## config.mk

```make
export PLATFORM = sky130hd
export DESIGN_NAME = ms_remote_ind_gen
export DESIGN_NICKNAME = d
export VERILOG_FILES = /design/src/rtl/mri_pkg.sv /design/src/rtl/mri_rdi_sel.sv /design/src/rtl/mri_rei_fmt.sv /design/src/rtl/mri_frame_reg.sv /design/src/rtl/ms_remote_ind_gen.sv
export SDC_FILE = /design/constraint.sdc
export NUM_CORES = 1
export LEC_CHECK = 0
export BUFFER_PORTS_ARGS = -buffer_cell sky130_fd_sc_hd__clkbuf_2
export CAP_MARGIN = 20
export CORE_MARGIN = 4
export CORE_UTILIZATION = 40
export DETAILED_ROUTE_END_ITERATION = 7
export PLACE_DENSITY = 0.72
export RECOVER_POWER = 25
export SLEW_MARGIN = 20
export SYNTH_ARGS = -nofsm -noshare
export SYNTH_HDL_FRONTEND = slang
export SYNTH_HIERARCHICAL = 1
export SYNTH_SLANG_ARGS = --single-unit
export TNS_END_PERCENT = 30
```

## constraint.sdc

```tcl
create_clock -name clk -period 2.79 [get_ports clk]
set_input_delay 0.6975 -clock clk [delete_from_list [all_inputs] [get_ports clk]]
set_output_delay 0.6975 -clock clk [all_outputs]
set_load 0.005 [all_outputs]
```

## src/rtl/mri_pkg.sv

```systemverilog
// Package: shared constants for the remote indication generator.
// Assumes: K2 bits 2..0 and M1 layout as used by the multiplex section.
package mri_pkg;
    localparam int K2_RDI_W   = 3;
    localparam int M1_W       = 8;
    localparam int REI_W      = 5;
    localparam logic [K2_RDI_W-1:0] K2_RDI_ON  = 3'b110;
    localparam logic [K2_RDI_W-1:0] K2_RDI_OFF = 3'b000;
    localparam logic [REI_W-1:0]    REI_MAX    = {REI_W{1'b1}};
endpackage

```

## src/rtl/mri_rdi_sel.sv

```systemverilog
// Module: combines the remote defect causes into the next K2 bits 2..0 code.
// Assumes: inputs are already integrated per frame; purely combinational.
module mri_rdi_sel
    import mri_pkg::*;
(
    input  logic                rx_ms_ais,
    input  logic                rx_eed,
    input  logic                cfg_rdi_force,
    input  logic                cfg_eed_en,
    output logic [K2_RDI_W-1:0] rdi_code
);
    logic eed_cause;
    logic any_cause;

    // Merge the masked defect cause with AIS and the software force.
    always_comb begin
        eed_cause = rx_eed & cfg_eed_en;
        any_cause = rx_ms_ais | eed_cause | cfg_rdi_force;
        rdi_code  = any_cause ? K2_RDI_ON : K2_RDI_OFF;
    end
endmodule

```

## src/rtl/mri_rei_fmt.sv

```systemverilog
// Module: formats the B2 error count into the next M1 byte.
// Assumes: count is unsigned; clamp applies only when CNT_W exceeds the field.
module mri_rei_fmt
    import mri_pkg::*;
#(
    parameter int CNT_W = 8
) (
    input  logic [CNT_W-1:0] err_cnt,
    input  logic             rei_en,
    output logic [M1_W-1:0]  m1_byte
);
    logic [REI_W-1:0] rei_val;

    generate
        if (CNT_W > REI_W) begin : g_clamp
            localparam logic [CNT_W-1:0] LIMIT = CNT_W'(REI_MAX);
            // Clamp counts that do not fit the five-bit field.
            always_comb begin
                if (err_cnt > LIMIT) rei_val = REI_MAX;
                else                 rei_val = err_cnt[REI_W-1:0];
            end
        end else begin : g_pad
            // Narrow counts always fit; zero-extend them.
            always_comb rei_val = REI_W'(err_cnt);
        end
    endgenerate

    // Upper bits stay zero; the field is suppressed when reporting is off.
    always_comb begin
        m1_byte = '0;
        if (rei_en) m1_byte[REI_W-1:0] = rei_val;
    end
endmodule

```

## src/rtl/mri_frame_reg.sv

```systemverilog
// Module: holds the transmit fields, loading them only on the frame strobe.
// Assumes: frame_start is a single-cycle pulse; synchronous active-low reset.
module mri_frame_reg
    import mri_pkg::*;
(
    input  logic                clk,
    input  logic                rst_n,
    input  logic                load,
    input  logic [K2_RDI_W-1:0] k2_next,
    input  logic [M1_W-1:0]     m1_next,
    output logic [K2_RDI_W-1:0] k2_q,
    output logic [M1_W-1:0]     m1_q
);
    // Capture the next-frame values at the strobe, otherwise hold.
    always_ff @(posedge clk) begin
        if (!rst_n) begin
            k2_q <= K2_RDI_OFF;
            m1_q <= '0;
        end else if (load) begin
            k2_q <= k2_next;
            m1_q <= m1_next;
        end
    end
endmodule

```

## src/rtl/ms_remote_ind_gen.sv

```systemverilog
// Module: top of the multiplex section remote indication generator.
// Produces K2 bits 2..0 and M1 once per frame from receive defects and B2 count.
// Assumes: all inputs are synchronous to clk and valid at the frame strobe.
module ms_remote_ind_gen
    import mri_pkg::*;
#(
    parameter int CNT_W = 8
) (
    input  logic             clk,
    input  logic             rst_n,
    input  logic             frame_start,
    input  logic             rx_ms_ais,
    input  logic             rx_eed,
    input  logic [CNT_W-1:0] b2_err_cnt,
    input  logic             cfg_rdi_force,
    input  logic             cfg_eed_en,
    input  logic             cfg_rei_en,
    output logic [2:0]       tx_k2_rdi,
    output logic [7:0]       tx_m1
);
    logic [K2_RDI_W-1:0] k2_next;
    logic [M1_W-1:0]     m1_next;

    mri_rdi_sel u_rdi (
        .rx_ms_ais     (rx_ms_ais),
        .rx_eed        (rx_eed),
        .cfg_rdi_force (cfg_rdi_force),
        .cfg_eed_en    (cfg_eed_en),
        .rdi_code      (k2_next)
    );

    mri_rei_fmt #(.CNT_W(CNT_W)) u_rei (
        .err_cnt (b2_err_cnt),
        .rei_en  (cfg_rei_en),
        .m1_byte (m1_next)
    );

    mri_frame_reg u_reg (
        .clk     (clk),
        .rst_n   (rst_n),
        .load    (frame_start),
        .k2_next (k2_next),
        .m1_next (m1_next),
        .k2_q    (tx_k2_rdi),
        .m1_q    (tx_m1)
    );
endmodule

```

==> results.yml <==
run_status:
  outcome: "finished, final reports clean"
setup_path:
  critPathArrivalTime_ns: 1.59
  cp.required_ns: 2.94
  end_kind: "flop"
  crit_family: "buffers and inverters"
  critPathBufInv: 1
  worstReg2RegEnd: "u_reg/m1_q[2]"
  worstSetupStartpoint: "frame_start"
  timing.rr.start: "u_reg/m1_q[2]"
  crit_fanout: 11
  cpPeakStageDelay_ns: 0.55
  crit_type: "input pin to flop"
  crit_chain: "clkbuf_1, mux2i_1, nor2b_1"
  r2r_cells: 2
  startpoint_type: "input pin"
  cp_slowest_cell: "clkbuf_1"
  reg2reg_slack_ns: 2.17
sta:
  drv_slew: 0
  relSlewSlack_pct: 50.59
  fmax_mhz: 696.4
  fin_tns_setup_ns: 0
  period_needed_ns: 1.436
  fin_skew_ns: 0
  setup-violations-final: 0
  worst_slew_pin_slew_ns: 0.7411
  rsz0062_at_grt: "false"
  min_period_over_period_pct: 51.47
  hold_viol: 0
  hold_slack_ns: 0.5141
global_routing:
  grt_overflow_total: 0
  antenna_found_initial: 0
  grt_pass1_vias: 358
  gr-usage-all-layers_pct: 9.768
  grt_max_degree: 12
  grt_pass1_wl_mm: 1.428
layout:
  layout-drive-gt1-share_pct: 38.36
  post-route-cell-area_um2: 651.9
  nets: 90
  fill_cells: 116
  area_growth_pct: 22.59
  diodes: 0
cts:
  cts_tree: "yes"
  cts-resized-gates: 0
  numCtsBuffers: 3
  clock-sinks: 11
  cts.clk_slew.worst_paths_ns: 0.07
  postCtsSetupBuffers: 0
  holdBufCountCts: 0
  insertion_delay_ns: 0.26
  ctsRootBufferMaster: "clkbuf_4"
  htreeDepth: 1
  clockBufferDepth: 2
synth:
  synthArstFlopShare_pct: 0
  yosysWarnings: 6
  synth.distinct_cells: 9
  synth_edf_count: 0
  synth_common_cells: "11 x dfxtp_1, 11 x mux2i_1, 11 x nor2b_1"
  syn-instance-count: 49
  syn_area_um2: 531.8
  yosysSeqAreaShare_pct: 41.41
  ys_top_cells_by_area: "dfxtp_1 41%, mux2i_1 21%, nor2b_1 13%"
  synth.avg_cell_area_um2: 10.85
  synth_top_area_share_pct: 41.41
  yosys_most_used_dff: "dfxtp_1"
  yosys.area.top_type: "dfxtp_1"
  ys_seq_elements: 11
place:
  io_buffers: 26
  place_hpwl_um: 743.4
  gp_congestion: 0.6324
  post_dp_cell_area_um2: 626.9
floorplan:
  die_height_um: 44.46
  fp.coreArea_um2: 1171
  io_pins: 27
  fp-row-count: 12
  chipWidth_um: 44.46
  fp.dieArea_um2: 1977
  initial_core_util_pct: 45.41
route:
  firstDrtPassIters: 2
  drt_iter0_drc: 3
  wire_per_inst_um: 10.86
  drt-vias-per-instance: 4.598
  detail-route-antenna-nets: 0
  wirelength_um: 945
  post-route-drc-count: 0
  via_count: 400
worst_hold_path:
  hold_path.class: "flop to flop"
  hold_depth: 2
  min_from: "u_reg/k2_q[0]"
  holdPathEnd: "u_reg/k2_q[0]"
job:
  max_cap_viol_count: 0
power_and_ir_drop:
  leakage_uw: 0.0003222
  p_per_area_nw_per_um2: 505.3
  ir_worst_vdd_mv: 0.2438
area by class of cell:
cell class / instances / area (um2) / area share (%)
multi-input cells: 32 / 259.0 / 39.73
clock buffers: 4 / 26.28 / 4.031
well taps: 14 / 17.52 / 2.687
repair buffers: 26 / 128.9 / 19.77
flip-flops and latches: 11 / 220.2 / 33.78
state kept, by name, indices dropped and copies added, names as in the netlist:
name and count:
u_reg/k2_q 3, u_reg/m1_q 8
stage by stage:
step                      util, %  total power, uW  setup slack, ns  cells
after floorplan                 -            209.0            1.405     51
after global placement      53.53            227.3            1.247     83
after detailed placement    53.53            228.1            1.223     83
after CTS                   55.77            335.4            1.371     87
after global routing        55.66            349.3            1.265     87
final                       55.66            329.4            1.354     87
tightest hold or removal path, delay by kind of cell (launching register included):
kind,cells,cell delay [ns]
simple gates,1,0.09
flops,1,0.32
mux,1,0.06
logic make-up after synthesis:
| group | after synthesis | share of synthesized area, % |
|---|---|---|
| multiplexers | 11 | 20.71 |
| flip-flops | 11 | 41.41 |
| AND/OR/NAND/NOR | 11 | 12.94 |
| buffers and inverters | 8 | 11.29 |
| AO/OA/AOI/OAI | 6 | 12.23 |
| other | 2 | 1.412 |
layout by cell type, fill, tap and decap left out:
cell | synthesis | routed
clkbuf_2 | 0 | 25
mux2i_1 | 11 | 11
nor2b_1 | 11 | 11
dfxtp_1 | 11 | 11
o41a_1 | 5 | 5
conb_1 | 2 | 4
clkbuf_4 | 0 | 3
clkbuf_1 | 1 | 2
a211o_1 | 1 | 1
report_power, final:
part | total (uW) | internal [uW] | leakage (uW) | switching, uW
clock network | 106 | 55.2 | 0.0000150 | 50.6
logic | 51.9 | 29.2 | 0.000216 | 22.7
registers | 172 | 167 | 0.0000910 | 4.57
total | 329 | 251 | 0.000322 | 77.9
worst max-delay path by stage:
stage          slack, ns             to  depth (start not counted)
6_report            1.35  u_reg/m1_q[2]                          3
4_1_cts             1.37       tx_m1[7]                          1
5_1_grt             1.26  u_reg/m1_q[1]                          3
2_1_floorplan       1.41  u_reg/k2_q[1]                          4
3_3_place_gp        1.25  u_reg/m1_q[2]                          4
3_5_place_dp        1.22  u_reg/m1_q[0]                          4
routing by layer:
metal | GRT usage [%] | vias to the layer above | wire, um
met5 | 0 | - | 0
met4 | 7.229 | 0 | 8
met3 | 2.846 | 2 | 100
met2 | 14.61 | 16 | 431
met1 | 11.65 | 169 | 404
li1 | - | 213 | -
No activity file was read; power rests on OpenSTA's default activity.
